## src/rtl/irq_vec_pkg.sv

```systemverilog
package irq_vec_pkg;

    localparam int NUM_SRC     = 6;
    localparam int NUM_EXT     = 2;
    localparam int REG_W       = 8;
    localparam int GLOBAL_BIT  = 7;
    localparam int RSV_BIT     = 6;
    localparam int VEC_W       = 16;
    localparam logic [VEC_W-1:0] VEC_BASE = 16'h0003;
    localparam logic [VEC_W-1:0] VEC_STEP = 16'h0008;

    typedef enum logic [1:0] {
        OP_LOAD = 2'd0,
        OP_SET  = 2'd1,
        OP_CLR  = 2'd2,
        OP_TOG  = 2'd3
    } wr_op_e;

    // Slot of external pin k in the fixed priority order
    function automatic int ext_slot(int k);
        return 2 * k;
    endfunction

    function automatic logic [REG_W-1:0] apply_op(wr_op_e op,
                                                  logic [REG_W-1:0] cur,
                                                  logic [REG_W-1:0] val);
        logic [REG_W-1:0] r;
        case (op)
            OP_LOAD: r = val;
            OP_SET:  r = cur | val;
            OP_CLR:  r = cur & ~val;
            default: r = cur ^ val;
        endcase
        return r;
    endfunction

endpackage

```

## src/rtl/irq_pin_detect.sv

```systemverilog
module irq_pin_detect #(
    parameter int SYNC_STAGES = 2
) (
    input  logic clk,
    input  logic rst_n,
    input  logic pin_n,
    input  logic edge_mode,
    input  logic clr,
    output logic req
);
    localparam int LAST = SYNC_STAGES - 1;

    typedef struct packed {
        logic [SYNC_STAGES-1:0] sync;
        logic                   prev;
        logic                   flag;
    } pin_state_t;

    pin_state_t st_d, st_q;
    logic       fall;

    always_comb begin
        st_d      = st_q;
        fall      = st_q.prev & ~st_q.sync[LAST];
        st_d.sync = {st_q.sync[SYNC_STAGES-2:0], pin_n};
        st_d.prev = st_q.sync[LAST];
        st_d.flag = edge_mode & (fall | (st_q.flag & ~clr));
    end

    always_ff @(posedge clk or negedge rst_n) begin
        if (!rst_n) begin
            st_q <= '{sync: '1, prev: 1'b1, flag: 1'b0};
        end else begin
            st_q <= st_d;
        end
    end

    assign req = edge_mode ? st_q.flag : ~st_q.sync[LAST];


    edge_latch_chk: assert property (@(posedge clk) disable iff (!rst_n)
        (edge_mode && fall) |=> st_q.flag)
        else $error("edge fall not latched");

endmodule

```

## src/rtl/irq_cfg_regs.sv

```systemverilog
module irq_cfg_regs
    import irq_vec_pkg::*;
(
    input  logic                clk,
    input  logic                rst_n,
    input  logic                wr_en,
    input  logic [1:0]          wr_op,
    input  logic                wr_addr,
    input  logic [REG_W-1:0]    wr_data,
    input  logic                rd_addr,
    output logic [REG_W-1:0]    rd_data,
    output logic [REG_W-1:0]    en,
    output logic [NUM_EXT-1:0]  mode
);
    typedef struct packed {
        logic [REG_W-1:0]   en;
        logic [NUM_EXT-1:0] mode;
    } cfg_state_t;

    cfg_state_t st_d, st_q;
    wr_op_e     op;

    assign op = wr_op_e'(wr_op);

    always_comb begin
        st_d = st_q;
        if (wr_en && !wr_addr) begin
            st_d.en = apply_op(op, st_q.en, wr_data);
            st_d.en[RSV_BIT] = 1'b0;
        end
        if (wr_en && wr_addr) begin
            case (op)
                OP_LOAD: st_d.mode = wr_data[NUM_EXT-1:0];
                OP_SET:  st_d.mode = st_q.mode | wr_data[NUM_EXT-1:0];
                OP_CLR:  st_d.mode = st_q.mode & ~wr_data[NUM_EXT-1:0];
                default: st_d.mode = st_q.mode ^ wr_data[NUM_EXT-1:0];
            endcase
        end
    end

    always_ff @(posedge clk or negedge rst_n) begin
        if (!rst_n) begin
            st_q <= '0;
        end else begin
            st_q <= st_d;
        end
    end

    assign en      = st_q.en;
    assign mode    = st_q.mode;
    assign rd_data = rd_addr ? REG_W'(st_q.mode) : st_q.en;


    clr_op_chk: assert property (@(posedge clk) disable iff (!rst_n)
        (wr_en && !wr_addr && op == OP_CLR) |=> ((st_q.en & $past(wr_data)) == '0))
        else $error("clear op left bits set");

endmodule

```

## src/rtl/irq_prio_pick.sv

```systemverilog
module irq_prio_pick
    import irq_vec_pkg::*;
#(
    parameter int N = NUM_SRC,
    localparam int IDX_W = $clog2(N)
) (
    input  logic             clk,
    input  logic             rst_n,
    input  logic [N-1:0]     req,
    output logic             valid,
    output logic [IDX_W-1:0] idx,
    output logic [VEC_W-1:0] vector
);
    logic [N-1:0] grant;

    always_comb begin
        grant = req & ~(req - N'(1));
        idx   = '0;
        for (int i = N - 1; i >= 0; i--) begin
            if (req[i]) idx = IDX_W'(i);
        end
        valid  = |req;
        vector = valid ? VEC_BASE + VEC_STEP * VEC_W'(idx) : '0;
    end


    lowest_wins_chk: assert property (@(posedge clk) disable iff (!rst_n)
        valid |-> (grant[idx] && $countones(grant) == 1))
        else $error("granted slot is not the lowest pending");

endmodule

```

## src/rtl/irq_vector_ctrl.sv

```systemverilog
module irq_vector_ctrl
    import irq_vec_pkg::*;
(
    input  logic                clk,
    input  logic                rst_n,
    input  logic                wr_en,
    input  logic [1:0]          wr_op,
    input  logic                wr_addr,
    input  logic [7:0]          wr_data,
    input  logic                rd_addr,
    output logic [7:0]          rd_data,
    input  logic [1:0]          ext_n,
    input  logic                tmr0_ovf,
    input  logic                tmr1_ovf,
    input  logic                tmr2_ovf,
    input  logic                tmr2_ext,
    input  logic                ser_rx_done,
    input  logic                ser_tx_done,
    input  logic                irq_ack,
    output logic                irq_valid,
    output logic [15:0]         irq_vector
);
    localparam int IDX_W = $clog2(NUM_SRC);

    logic [REG_W-1:0]   en;
    logic [NUM_EXT-1:0] mode;
    logic [NUM_EXT-1:0] ext_req;
    logic [NUM_EXT-1:0] ext_clr;
    logic [NUM_SRC-1:0] src;
    logic [NUM_SRC-1:0] gated;
    logic [IDX_W-1:0]   win_idx;

    irq_cfg_regs i_cfg (
        .clk     (clk),
        .rst_n   (rst_n),
        .wr_en   (wr_en),
        .wr_op   (wr_op),
        .wr_addr (wr_addr),
        .wr_data (wr_data),
        .rd_addr (rd_addr),
        .rd_data (rd_data),
        .en      (en),
        .mode    (mode)
    );

    for (genvar k = 0; k < NUM_EXT; k++) begin : g_ext
        assign ext_clr[k] = irq_ack & irq_valid & (win_idx == IDX_W'(ext_slot(k)));

        irq_pin_detect #(.SYNC_STAGES(2)) i_pin (
            .clk       (clk),
            .rst_n     (rst_n),
            .pin_n     (ext_n[k]),
            .edge_mode (mode[k]),
            .clr       (ext_clr[k]),
            .req       (ext_req[k])
        );
    end

    always_comb begin
        src   = {tmr2_ovf | tmr2_ext,
                 ser_rx_done | ser_tx_done,
                 tmr1_ovf,
                 ext_req[1],
                 tmr0_ovf,
                 ext_req[0]};
        gated = src & en[NUM_SRC-1:0] & {NUM_SRC{en[GLOBAL_BIT]}};
    end

    irq_prio_pick #(.N(NUM_SRC)) i_pick (
        .clk    (clk),
        .rst_n  (rst_n),
        .req    (gated),
        .valid  (irq_valid),
        .idx    (win_idx),
        .vector (irq_vector)
    );


    global_off_chk: assert property (@(posedge clk) disable iff (!rst_n)
        !en[GLOBAL_BIT] |-> !irq_valid)
        else $error("request raised with global enable off");


    idle_vector_chk: assert property (@(posedge clk) disable iff (!rst_n)
        !irq_valid |-> (irq_vector == '0))
        else $error("vector not zero while idle");

endmodule

```

## config.mk

```make
export PLATFORM = sky130hd
export DESIGN_NAME = irq_vector_ctrl
export DESIGN_NICKNAME = d
export VERILOG_FILES = /design/src/rtl/irq_vec_pkg.sv /design/src/rtl/irq_pin_detect.sv /design/src/rtl/irq_cfg_regs.sv /design/src/rtl/irq_prio_pick.sv /design/src/rtl/irq_vector_ctrl.sv
export SDC_FILE = /design/constraint.sdc
export NUM_CORES = 1
export LEC_CHECK = 0
export CAP_MARGIN = 20
export CORE_AREA = 2 2 69 51
export CTS_CLUSTER_SIZE = 20
export DETAILED_ROUTE_END_ITERATION = 8
export DIE_AREA = 0 0 71 53
export PLACE_DENSITY = 0.94
export SLEW_MARGIN = 10
export SYNTH_ARGS = -nofsm -noshare
export SYNTH_HDL_FRONTEND = slang
export SYNTH_SLANG_ARGS = --single-unit
```

## constraint.sdc

```tcl
create_clock -name clk -period 2.9 [get_ports clk]
set_input_delay 0.435 -clock clk [delete_from_list [all_inputs] [get_ports clk]]
set_output_delay 0.435 -clock clk [all_outputs]
set_load 0.02 [all_outputs]
```

==> results.toml <==
[sta]
clock.fmax_ghz = 0.381
maxSlewViolCount = 0
worstMarginPinSlew_ns = 0.784
setup_violations = 0
slew_headroom_pct = 47.6
rsz0062_at_grt = "no"
period_needed_ns = 2.62
whs_ns = 0.356
fin_tns_setup_ns = 0
hold_viol_final = 0
skew_ns = 0.00617
fin_ws_ns = 0.277
fin_crit_sh_pct = 90.4

[yosys]
syn_area_mm2 = 0.00146
yosysTopAreaCellShare_pct = 18.9
syn_avg_cell_area_um2 = 10.8
yosysTopAreaCell = "dfrtp_1"
yosys-top-cells-area = "dfrtp_1 19%, ha_1 15%, mux4_2 14%"
synthCells = 135
synth_seq_cells = 17
yosysWarnings = 0
synth_seq_area_share_pct = 29.7
synth_cell_types = 30

[layout]
multi_input_area_um2 = 832
final_cells = 206
area_growth_pct = 24.4
final_cell_mix = "35 x clkdlybuf4s50_1, 26 x inv_1, 18 x ha_1"
finalNetCount = 211
fin_area_mm2 = 0.00181
utilization_pct = 58.8
seqCellArea_um2 = 433
layout_commonest_cell = "clkdlybuf4s50_1"
fillers = 257
layout-drive-gt1-share_pct = 17.3
antenna_cells = 0

[power_and_ir_drop]
ir_drop_v = 0.000288
pwr_density_cell_mw_per_mm2 = 653
pwr-share-seq_pct = 31.3
internal-power_mw = 0.724
p_switching_mw = 0.459
p_leak_nw = 0.848
switching_share_pct = 38.8
pwr-share-comb_pct = 54.0
pwr-share-clk_pct = 14.8
power_mw = 1.18

[clock_tree]
cts_buffers = 3
clock_latency_ns = 0.25
cts.clk_slew.worst_paths_ns = 0.06
clockRootBuffer = "clkbuf_8"
postCtsSetupRepairBufs = 0
cts.path.max_buffers = 2
h-tree-depth = 1
clock_sinks = 17
hold_buffers = 0
tritoncts = "built"
cts_resized = 0

[detailed_routing]
drt_iter0_markers = 34
wire_per_inst_um = 14.0
via_count = 1045
detail-route-antenna-nets = 0
routed_via_density = 5.07
drc_errors = 0
drt-pass1-iter-count = 4
drt-total-wl_um = 2880

[place]
hpwl_um = 2360
dp_slack_ns = 0.346
gp_congestion = 0.778
place_inst = 202
portBuffers = 35
place_area_mm2 = 0.00177

[critical_path]
critPathKind = "reg2out"
critPathMaxStageDelay_ns = 0.66
cpLargestDelayFamily = "buffers and inverters"
critical_path_required_ns = 2.47
startpoint_type = "flip-flop"
crit_path_end_kind = "output pin"
crit_buf_inv = 1
crit_slowest_cell = "clkdlybuf4s50_1"
crit_path_cell_trace = "nor2b_1, o31a_1, nor4b_1, clkdlybuf4s50_1"
worstPathMaxFanout = 4
critical_path_arrival_ns = 2.19

[floorplan]
ios = 49
die-area_mm2 = 0.00376
rows = 17
start_util_pct = 47.3
die_w_um = 71
die_h_um = 53
coreArea_mm2 = 0.00308

[grt]
first_global_vias = 1014
overflow = 0
grt_antenna_before_repair = 0
grt_usage_pct = 16.1
grt_max_degree = 18
grt_first_pass_wirelength_um = 4660

[outcome]
status = "finished, final reports clean"

[flow_run]
drv_cap = 0

[hold_path]
hp-class = "reg2reg"
==> logic make-up (layout without fill, tap and decap cells) <==
family                   count (synthesis)  after routing  share of synthesized area (%)
multiplexers                            18             18                           22.1
AO/OA/AOI/OAI                           14             14                           7.90
adder cells (fa/ha/maj)                 18             18                           15.5
buffers and inverters                   44             66                           16.1
flip-flops                              17             17                           29.7
other                                    1             12                          0.257
AND/OR/NAND/NOR                         23             23                           8.50
==> final timing paths <==
| kind | slack (ns) | cells past startpoint | to | startpoint |
|---|---|---|---|---|
| setup / recovery | 0.28 | 4 | irq_vector[5] | g_ext[0].i_pin.st_d[1] |
| hold / removal | 0.36 | 0 | g_ext[0].i_pin.st_d[1] | g_ext[0].i_pin.st_d[3] |
| setup reg to reg | 1.12 | 4 | i_cfg.en[7] | i_cfg.en[7] |
| hold reg to reg | 0.36 | 0 | g_ext[0].i_pin.st_d[1] | g_ext[0].i_pin.st_d[3] |
| max in group asynchronous | 1.76 | 1 | g_ext[0].i_pin.st_q[0] | rst_n |
| min in group asynchronous | 0.64 | 1 | i_cfg.en[2] | rst_n |
==> flip-flops by register name, indices dropped and copies added (netlist names) <==
signal / flops
g_ext.i_pin.st_d: 4
i_cfg.mode: 2
i_cfg.en: 7
g_ext.i_pin.st_q: 4
==> cell type report <==
| class | instances | share of cell area (%) |
|---|---|---|
| Tap cell | 38 | 2.62 |
| Inverter | 26 | 5.38 |
| Multi-Input combinational cell | 85 | 45.9 |
| Clock buffer | 4 | 2.48 |
| Timing Repair Buffer | 36 | 19.7 |
| Sequential cell | 17 | 23.9 |
==> power groups by stage <==
stage / Sequential, mW / Combinational, mW / Clock [mW]
2_1_floorplan: 0.345 / 0.452 / 0
3_3_place_gp: 0.368 / 0.611 / 0
3_5_place_dp: 0.374 / 0.642 / 0
4_1_cts: 0.371 / 0.644 / 0.181
5_1_grt: 0.380 / 0.697 / 0.191
6_report: 0.370 / 0.639 / 0.175
==> routing by layer <==
layer  up-vias  part of all wire, %  track usage (%)  routed length [um]
met2        38                   48             28.7                1370
met1       513                   47             20.6                1340
met5         -                    0                0                   0
li1        492                    -                -                   -
met3         2                  5.4             3.62                 154
met4         0                 0.42             2.83                  12
==> cells in the mapped netlist <==
cell type  number
conb_1          1
nand2b_1        1
buf_4          14
nor2b_1         6
nand3_1         1
o211ai_1        1
nand4bb_1       1
a31oi_1         1
mux2_4          5
o31ai_1         3
mux4_2          9
a2111oi_4       1
dfstp_2         6
buf_6           2
o31a_1          1
clkbuf_1        1
a21oi_1         2
dfrtp_1        11
o211a_1         1
ha_1           18
nand2_1         4
buf_2           1
nor3_1          1
inv_1          26
and3_1          2
o21a_1          1
mux2_2          4
nor2_1          6
o21ai_0         3
nor4b_1         1
==> worst register-to-register path, cell delays in order (launching register included) <==
cell     delay [ns]
dfrtp_1        0.49
inv_1          0.15
ha_1           0.29
mux4_2         0.47
mux2_4         0.27
(Power assumes the default switching activity.)
